## config.mk

```make
export PLATFORM = sky130hd
export DESIGN_NAME = miller_clamp_ctrl
export DESIGN_NICKNAME = d
export VERILOG_FILES = /design/src/rtl/mcc_pkg.sv /design/src/rtl/mcc_sync.sv /design/src/rtl/mcc_drive_seq.sv /design/src/rtl/mcc_clamp_filter.sv /design/src/rtl/miller_clamp_ctrl.sv
export SDC_FILE = /design/constraint.sdc
export NUM_CORES = 1
export LEC_CHECK = 0
export ABC_AREA = 1
export ABC_CLOCK_PERIOD_IN_PS = 1800
export BUFFER_PORTS_ARGS = -buffer_cell sky130_fd_sc_hd__buf_4
export CORE_AREA = 2 2 39 41
export DETAILED_ROUTE_END_ITERATION = 6
export DIE_AREA = 0 0 41 43
export PLACE_DENSITY_LB_ADDON = 0.2
export RECOVER_POWER = 50
export SLEW_MARGIN = 20
export SYNTH_ARGS = -nofsm -noshare
export SYNTH_HDL_FRONTEND = slang
export SYNTH_SLANG_ARGS = --single-unit
export TNS_END_PERCENT = 10
```

## constraint.sdc

```tcl
create_clock -name clk -period 1.8 [get_ports clk]
set_clock_uncertainty 0.15 [all_clocks]
set_input_delay 0.09 -clock clk [delete_from_list [all_inputs] [get_ports clk]]
set_output_delay 0.09 -clock clk [all_outputs]
set_load 0.03 [all_outputs]
```

## src/rtl/mcc_pkg.sv

```systemverilog
package mcc_pkg;

    typedef enum logic [1:0] {
        DM_BREAK = 2'd0,
        DM_HIGH  = 2'd1,
        DM_LOW   = 2'd2
    } drv_mode_t;

    typedef struct packed {
        logic pu;
        logic pd;
        logic clamp;
    } sw_en_t;

    function automatic sw_en_t decode_sw(drv_mode_t mode, logic clamp_on);
        sw_en_t s;
        s.pu    = (mode == DM_HIGH);
        s.pd    = (mode == DM_LOW);
        s.clamp = (mode == DM_LOW) && clamp_on;
        return s;
    endfunction

    function automatic drv_mode_t side_of(logic cmd);
        return cmd ? DM_HIGH : DM_LOW;
    endfunction

endpackage

```

## src/rtl/mcc_sync.sv

```systemverilog
module mcc_sync #(
    parameter int STAGES = 2
) (
    input  logic clk,
    input  logic rst,
    input  logic d_async,
    output logic q_sync
);
    logic [STAGES-1:0] chain;

    generate
        if (STAGES == 1) begin : g_one
            always_ff @(posedge clk) begin
                if (rst) chain <= '0;
                else     chain <= d_async;
            end
        end else begin : g_many
            always_ff @(posedge clk) begin
                if (rst) chain <= '0;
                else     chain <= {chain[STAGES-2:0], d_async};
            end
        end
    endgenerate

    assign q_sync = chain[STAGES-1];
endmodule

```

## src/rtl/mcc_drive_seq.sv

```systemverilog
module mcc_drive_seq
    import mcc_pkg::*;
(
    input  logic      clk,
    input  logic      rst,
    input  logic      drive_cmd,
    output drv_mode_t mode_q,
    output drv_mode_t mode_d
);
    logic tgt_q;
    logic tgt_d;

    always_comb begin
        tgt_d  = tgt_q;
        mode_d = mode_q;
        if (drive_cmd != tgt_q) begin
            tgt_d  = drive_cmd;
            mode_d = DM_BREAK;
        end else if (mode_q == DM_BREAK) begin
            mode_d = side_of(drive_cmd);
        end
    end

    always_ff @(posedge clk) begin
        if (rst) begin
            tgt_q  <= 1'b0;
            mode_q <= DM_BREAK;
        end else begin
            tgt_q  <= tgt_d;
            mode_q <= mode_d;
        end
    end
endmodule

```

## src/rtl/mcc_clamp_filter.sv

```systemverilog
module mcc_clamp_filter #(
    parameter int FILT_CYC = 20
) (
    input  logic clk,
    input  logic rst,
    input  logic arm,
    input  logic gate_low_s,
    output logic clamp_q
);
    localparam int CW = (FILT_CYC > 2) ? $clog2(FILT_CYC) : 1;
    localparam logic [CW-1:0] LAST = CW'(FILT_CYC - 1);

    logic [CW-1:0] cnt_q;

    always_ff @(posedge clk) begin
        if (rst) begin
            clamp_q <= 1'b0;
            cnt_q   <= '0;
        end else if (!arm) begin
            clamp_q <= 1'b0;
            cnt_q   <= '0;
        end else if (gate_low_s) begin
            clamp_q <= 1'b1;
            cnt_q   <= '0;
        end else if (clamp_q) begin
            if (cnt_q == LAST) begin
                clamp_q <= 1'b0;
                cnt_q   <= '0;
            end else begin
                cnt_q <= cnt_q + 1'b1;
            end
        end
    end
endmodule

```

## src/rtl/miller_clamp_ctrl.sv

```systemverilog
module miller_clamp_ctrl
    import mcc_pkg::*;
#(
    parameter int FILT_CYC    = 20,
    parameter int SYNC_STAGES = 2
) (
    input  logic clk,
    input  logic rst,
    input  logic drive_cmd,
    input  logic gate_low_async,
    output logic pu_en,
    output logic pd_en,
    output logic clamp_en
);
    logic      gate_low_s;
    drv_mode_t mode_q;
    drv_mode_t mode_d;
    logic      clamp_q;
    sw_en_t    sw;

    mcc_sync #(.STAGES(SYNC_STAGES)) u_sync (
        .clk    (clk),
        .rst    (rst),
        .d_async(gate_low_async),
        .q_sync (gate_low_s)
    );

    mcc_drive_seq u_seq (
        .clk      (clk),
        .rst      (rst),
        .drive_cmd(drive_cmd),
        .mode_q   (mode_q),
        .mode_d   (mode_d)
    );

    mcc_clamp_filter #(.FILT_CYC(FILT_CYC)) u_filt (
        .clk       (clk),
        .rst       (rst),
        .arm       (mode_d == DM_LOW),
        .gate_low_s(gate_low_s),
        .clamp_q   (clamp_q)
    );

    assign sw       = decode_sw(mode_q, clamp_q);
    assign pu_en    = sw.pu;
    assign pd_en    = sw.pd;
    assign clamp_en = sw.clamp;
endmodule

```

==> results.md, run 1 <==
* Crit-path slowest cell: dfxtp_1
* Max Slew Vio Count at 0
* Post-synth EDFFs at 0
* CTS Buf Count at 3
* Min cycle time layout at 1500 ps
* Pre-antenna DRT Iters at 2
* Leakage at 0.305 nW
* HP Class: reg2reg
* Placed cells at 105
* Drt drc at 0
* Post-DR vias/cell at 4.46
* Place WS at 352 ps
* Final setup vio count at 0
* Syn_nets at 89
* Setup slack, reg-to-reg at 330 ps
* Synth warn at 0
* Vias in the first global route at 435
* Routed Antenna Nets at 0
* Crit-path max FO at 9
* Largest net degree at the start of global routing at 10
* Worst path bufs/invs at 2
* Syn Std Cell Area at 587 um^2
* Post-synth top flop: dfxtp_1
* Die height at 43 um
* GRT Total Usage at 13.8%
* Min-Delay Path Depth at 2
* Worst hold path endpoint: u_sync.chain[1]$_SDFF_PP0_
* #FFs+latches synth at 11
* Core area at 1380 um^2
* Clk_lat worst skew at 260 ps
* Crit Path Class: reg2out
* Post-Syn Area per Cell at 6.99 um^2
* Post-cts hold buffer count at 3
* Worst-path clk slew at 70 ps
* Post-CTS setup buffer count at 0
* Area grow syn2layout at 14.9%
* RSZ-0062 raised after global routing: false
* Crit path cell chain: inv_1 -> nor3_1 -> buf_4
* N_diodes at 0
* Top post-synthesis cells by area: dfxtp_1 38%, nand2_1 13%, nor2_1 9.6%, inv_1 7.0%, nand2_2 4.3%
* Htree depth at 1
* CTS Root Cell: clkbuf_4
* Final worst slack at 304 ps
* Arrival time worst endpoint at 1260 ps
* # resized after CTS at 0
* Final Cycle Share at 83.1%
* Startpoint Class: flop
* Total die area at 1760 um^2
* Fin. Hold Viols at 0
* Cell variety after synth at 20
* Worst EP required at 1560 ps
* Total grt overflow at 0
* Max-cap viol count at 0
* First-pass GRT wire length at 1.69 mm
* R2r endpoint: u_filt.cnt_q[4]$_SDFFE_PP0P_
* Slew headroom at 75.9%
* Synth cell count leaders: 20 x nand2_1, 15 x nor2_1, 11 x dfxtp_1, 11 x inv_1, 4 x nand2_2
* Post-synth ARST share at 0%
* Largest stage delay, worst path at 480 ps
* Non-Filler Instances at 112
* Outcome: complete, no violations
* Final WL at 981 um
* I/O Pins at 7
* Clk buf depth at 2
* Delay-heaviest family, CP: flip-flops
* Count leader, synth: nand2_1
* Yosys top cell area share at 37.5%
* Largest area contributor in the netlist: dfxtp_1
* Clock sink count at 11
* P per Cell Area at 701 nW/um^2
* Setup total negative slack at 0 ps
* Final Wtd Congestion at 0.688
* Critical Path Stages at 3
* Fmax at 0.668 GHz
* Starting density of the core at 42.4%
* Share of layout cells above drive strength 1 at 18.8%
* Initial antenna violation count at 0
* CTS tree: done
* Drt wl/cell at 8.76 um
* Synthesized instance count at 84
* Initial DRC count at 4
* Filler Cells Inserted at 142
* Core Rows at 14
* Slew @ Worst Pin at 364 ps
* Max VDD drop at 346 uV
* Worst r2r src: u_filt.cnt_q[0]$_SDFFE_PP0P_
* IO Port Bufs at 6
* Crit. End Element: output pin
* Die X at 41 um
* Sequential-to-total area share from yosys stat at 37.5%
* Nets at 102
* HP Start: u_sync.chain[0]$_SDFF_PP0_
* Via count at 499
* Worst R2R Path Depth at 8
* DPL Wire Length at 754 um
## area by class of cell
type	count	area [um^2]	share of cell area (%)
flip-flops and latches	11	220	32.7
inverters	15	56.3	8.35
clock buffers	4	26.3	3.90
repair buffers	9	63.8	9.46
multi-input cells	57	288	42.7
well taps	16	20.0	2.97
## kinds of logic (layout without fill, tap and decap cells)
| logic type | count (synthesis) | in the layout | share of synthesized area (%) |
|---|---|---|---|
| buffers and inverters | 16 | 28 | 10.4 |
| adders and majority gates | 1 | 1 | 2.13 |
| and+or+nand+nor | 53 | 53 | 46.7 |
| DFF | 11 | 11 | 37.5 |
| AOI/OAI and AO/OA | 3 | 3 | 3.20 |
## per-stage QoR
stage          hold slack [ps]  utilization, %  instance area, um^2  power (mW)
6_report                   267            48.7                  674       0.473
5_1_grt                    305            48.7                  674       0.500
4_1_cts                    265            50.8                  703       0.494
3_5_place_dp               153            46.7                  647       0.323
3_3_place_gp               143            46.7                  647       0.322
2_1_floorplan             11.2               -                  587       0.305
## power by group
part | switching, mW | internal (mW)
Sequential | 0.00420 | 0.250
Clock | 0.0740 | 0.0855
Combinational | 0.0375 | 0.0220
Total | 0.116 | 0.357
## state kept, by name, summed over array words and instances (netlist names)
register and cells:
u_filt.clamp_q 1, u_filt.cnt_q 5, u_seq.mode_q 2, u_seq.tgt_q 1, u_sync.chain 2
## per-layer routing
layer	vias up	wire length, um	GRT usage, %	part of all wire [%]
met4	0	0	4.00	0
met5	-	0	0	0
li1	279	-	-	-
met2	4	469	22.2	48
met1	216	490	16.7	50
met3	0	22	4.71	2.2
## worst register-to-register path: stages (launching register included)
cell     delay [ps]
dfxtp_1         390
ha_1            230
inv_1            50
nor2_1          120
nand2_1         100
nand2_1         110
nor2_1           50
nor2_1          110
nor2_2           40
## worst max path at each step
stage	to	from
5_1_grt	clamp_en	u_filt.clamp_q$_SDFF_PP0_
3_5_place_dp	u_filt.cnt_q[4]$_SDFFE_PP0P_	u_filt.cnt_q[0]$_SDFFE_PP0P_
3_3_place_gp	u_filt.cnt_q[4]$_SDFFE_PP0P_	u_filt.cnt_q[1]$_SDFFE_PP0P_
2_1_floorplan	clamp_en	u_filt.clamp_q$_SDFF_PP0_
6_report	clamp_en	u_filt.clamp_q$_SDFF_PP0_
4_1_cts	clamp_en	u_filt.clamp_q$_SDFF_PP0_
## layout by cell type, fill, tap and decap left out, drive strengths merged
cell type	instances
clkinv	2
nor3	1
nand2	25
inv	13
ha	1
clkbuf	7
dlygate4sd3	3
nand3b	1
a21oi	3
nor2	19
buf	3
nand4	3
dfxtp	11
nand3	4
(Power assumes the default switching activity.)
==> inputs of run 2 (changes only) <==
ABC_CLOCK_PERIOD_IN_PS = 1550   (was 1800)
clock period = 1.55 ns   (was 1.8 ns; I/O delays follow)
==> run 2 against run 1 <==
Effect of this change: non-clock buffer count did not move; cell count did not move; clock power rose by 16%; count of clock-buffer cells in the layout did not move; worst hold slack got worse by 3.1 ps; sequential power rose by 16%; first-iteration DRC count rose by 50%; die area did not move; sequential cell count did not move; combinational power rose by 25%; global-route usage did not move; critical path depth rose by 5; largest power group unchanged.
==> results.md, run 2 (synthesized netlist as in run 1, its figures left out) <==
* Outcome: complete, no violations
* Final Core Density at 50.2%
* Startpoint Class: flop
* Clk buf depth at 2
* Drt wl/cell at 8.86 um
* Final Cycle Share at 92.0%
* Leading cell type in the layout, fill and taps excluded: nand2_1
* Max Slew Vio Count at 0
* Max VDD drop at 403 uV
* HP Class: reg2reg
* Crit Path Class: reg2reg
* Post-CTS setup buffer count at 0
* Most frequent cells in the layout: 21 x nand2_1, 15 x nor2_1, 11 x inv_1
* Min cycle time layout at 1430 ps
* CP startpoint: u_filt.cnt_q[1]$_SDFFE_PP0P_
* Fin. Hold Viols at 0
* PnR Total Power at 0.554 mW
* Nets at 102
* Max reg flops at 5
* Top reg by flops: u_filt.cnt_q
* Drt drc at 0
* RSZ-0062 raised after global routing: false
* Total die area at 1760 um^2
* CTS Buf Count at 3
* Post-DR vias/cell at 4.47
* Initial DRC count at 6
* Place WS at 102 ps
* Hold WS at 264 ps
* Share of layout cells above drive strength 1 at 22.9%
* Arrival time worst endpoint at 1430 ps
* Crit-path max FO at 4
* First-pass GRT wire length at 1.69 mm
* Leakage at 0.304 nW
* Final setup vio count at 0
* Starting density of the core at 42.4%
* Worst EP required at 1560 ps
* Core Rows at 14
* Final Wtd Congestion at 0.688
* Largest registers: u_filt.cnt_q x5, u_seq.mode_q x2, u_sync.chain x2
* Slew headroom at 75.9%
* Clk_lat worst skew at 260 ps
* DPL Wire Length at 754 um
* Largest net degree at the start of global routing at 10
* Vias in the first global route at 435
* Clock sink count at 11
* CTS tree: done
* Core area at 1380 um^2
* Via count at 501
* Final worst slack at 123 ps
* Worst-path clk slew at 70 ps
* Die height at 43 um
* Setup total negative slack at 0 ps
* N_diodes at 0
* P per Cell Area at 798 nW/um^2
* Die X at 41 um
* Crit. End Element: flop
* Initial antenna violation count at 0
* Pre-antenna DRT Iters at 2
* Worst r2r src: u_filt.cnt_q[1]$_SDFFE_PP0P_
* Routed Antenna Nets at 0
* Total grt overflow at 0
* Area grow syn2layout at 18.3%
* IO Port Bufs at 6
* CTS Root Cell: clkbuf_4
* HP Start: u_sync.chain[0]$_SDFF_PP0_
* Htree depth at 1
* Max-cap viol count at 0
* I/O Pins at 7
* GRT Total Usage at 13.8%
* Slew @ Worst Pin at 364 ps
* Fmax at 0.701 GHz
* Final WL at 992 um
run 2: worst paths after layout:
kind | endpoint | slack (ps) | cells after the start
setup / recovery | u_filt.cnt_q[4]$_SDFFE_PP0P_ | 120 | 8
hold reg to reg | u_sync.chain[1]$_SDFF_PP0_ | 260 | 2
hold / removal | u_sync.chain[1]$_SDFF_PP0_ | 260 | 2
setup reg to reg | u_filt.cnt_q[4]$_SDFFE_PP0P_ | 120 | 8
run 2: report_power, final:
| part | leakage, nW | internal [mW] | switching [mW] |
|---|---|---|---|
| clock | 0.0150 | 0.0993 | 0.0859 |
| combinational | 0.199 | 0.0272 | 0.0473 |
| sequential | 0.0906 | 0.290 | 0.00473 |
run 2: metal layers:
| layer | wire length, um | vias to the layer above | global-route usage [%] |
|---|---|---|---|
| met3 | 19 | 0 | 4.71 |
| met1 | 481 | 218 | 16.7 |
| met4 | 0 | 0 | 4.00 |
| met2 | 491 | 4 | 22.2 |
| li1 | - | 279 | - |
| met5 | 0 | - | 0 |
run 2: critical path, cell delays in order (launching register included):
cell and delay, ps:
dfxtp_1 390, ha_2 230, inv_1 40, nor2_1 120, nand2_1 100, nand2_1 100, nor2_1 50, nor2_1 110
nor2_2 40
run 2: repair_timing:
item	4_1_cts	5_1_grt
resized for setup	0	3
endpoints found under the setup margin	0	2
hold buffers	3	0
endpoints found under the hold margin	4	0
run 2: metrics by stage:
step	std cells	instance area, um^2
4_1_cts	112	703
3_3_place_gp	105	647
6_report	112	694
3_5_place_dp	105	647
5_1_grt	112	694
2_1_floorplan	84	587
run 2: layout make-up:
class                   count  area [um^2]
fillers                   139          689
multi-input cells          57          305
flip-flops and latches     11          223
repair buffers              9         63.8
inverters                  15         56.3
clock buffers               4         26.3
well taps                  16         20.0
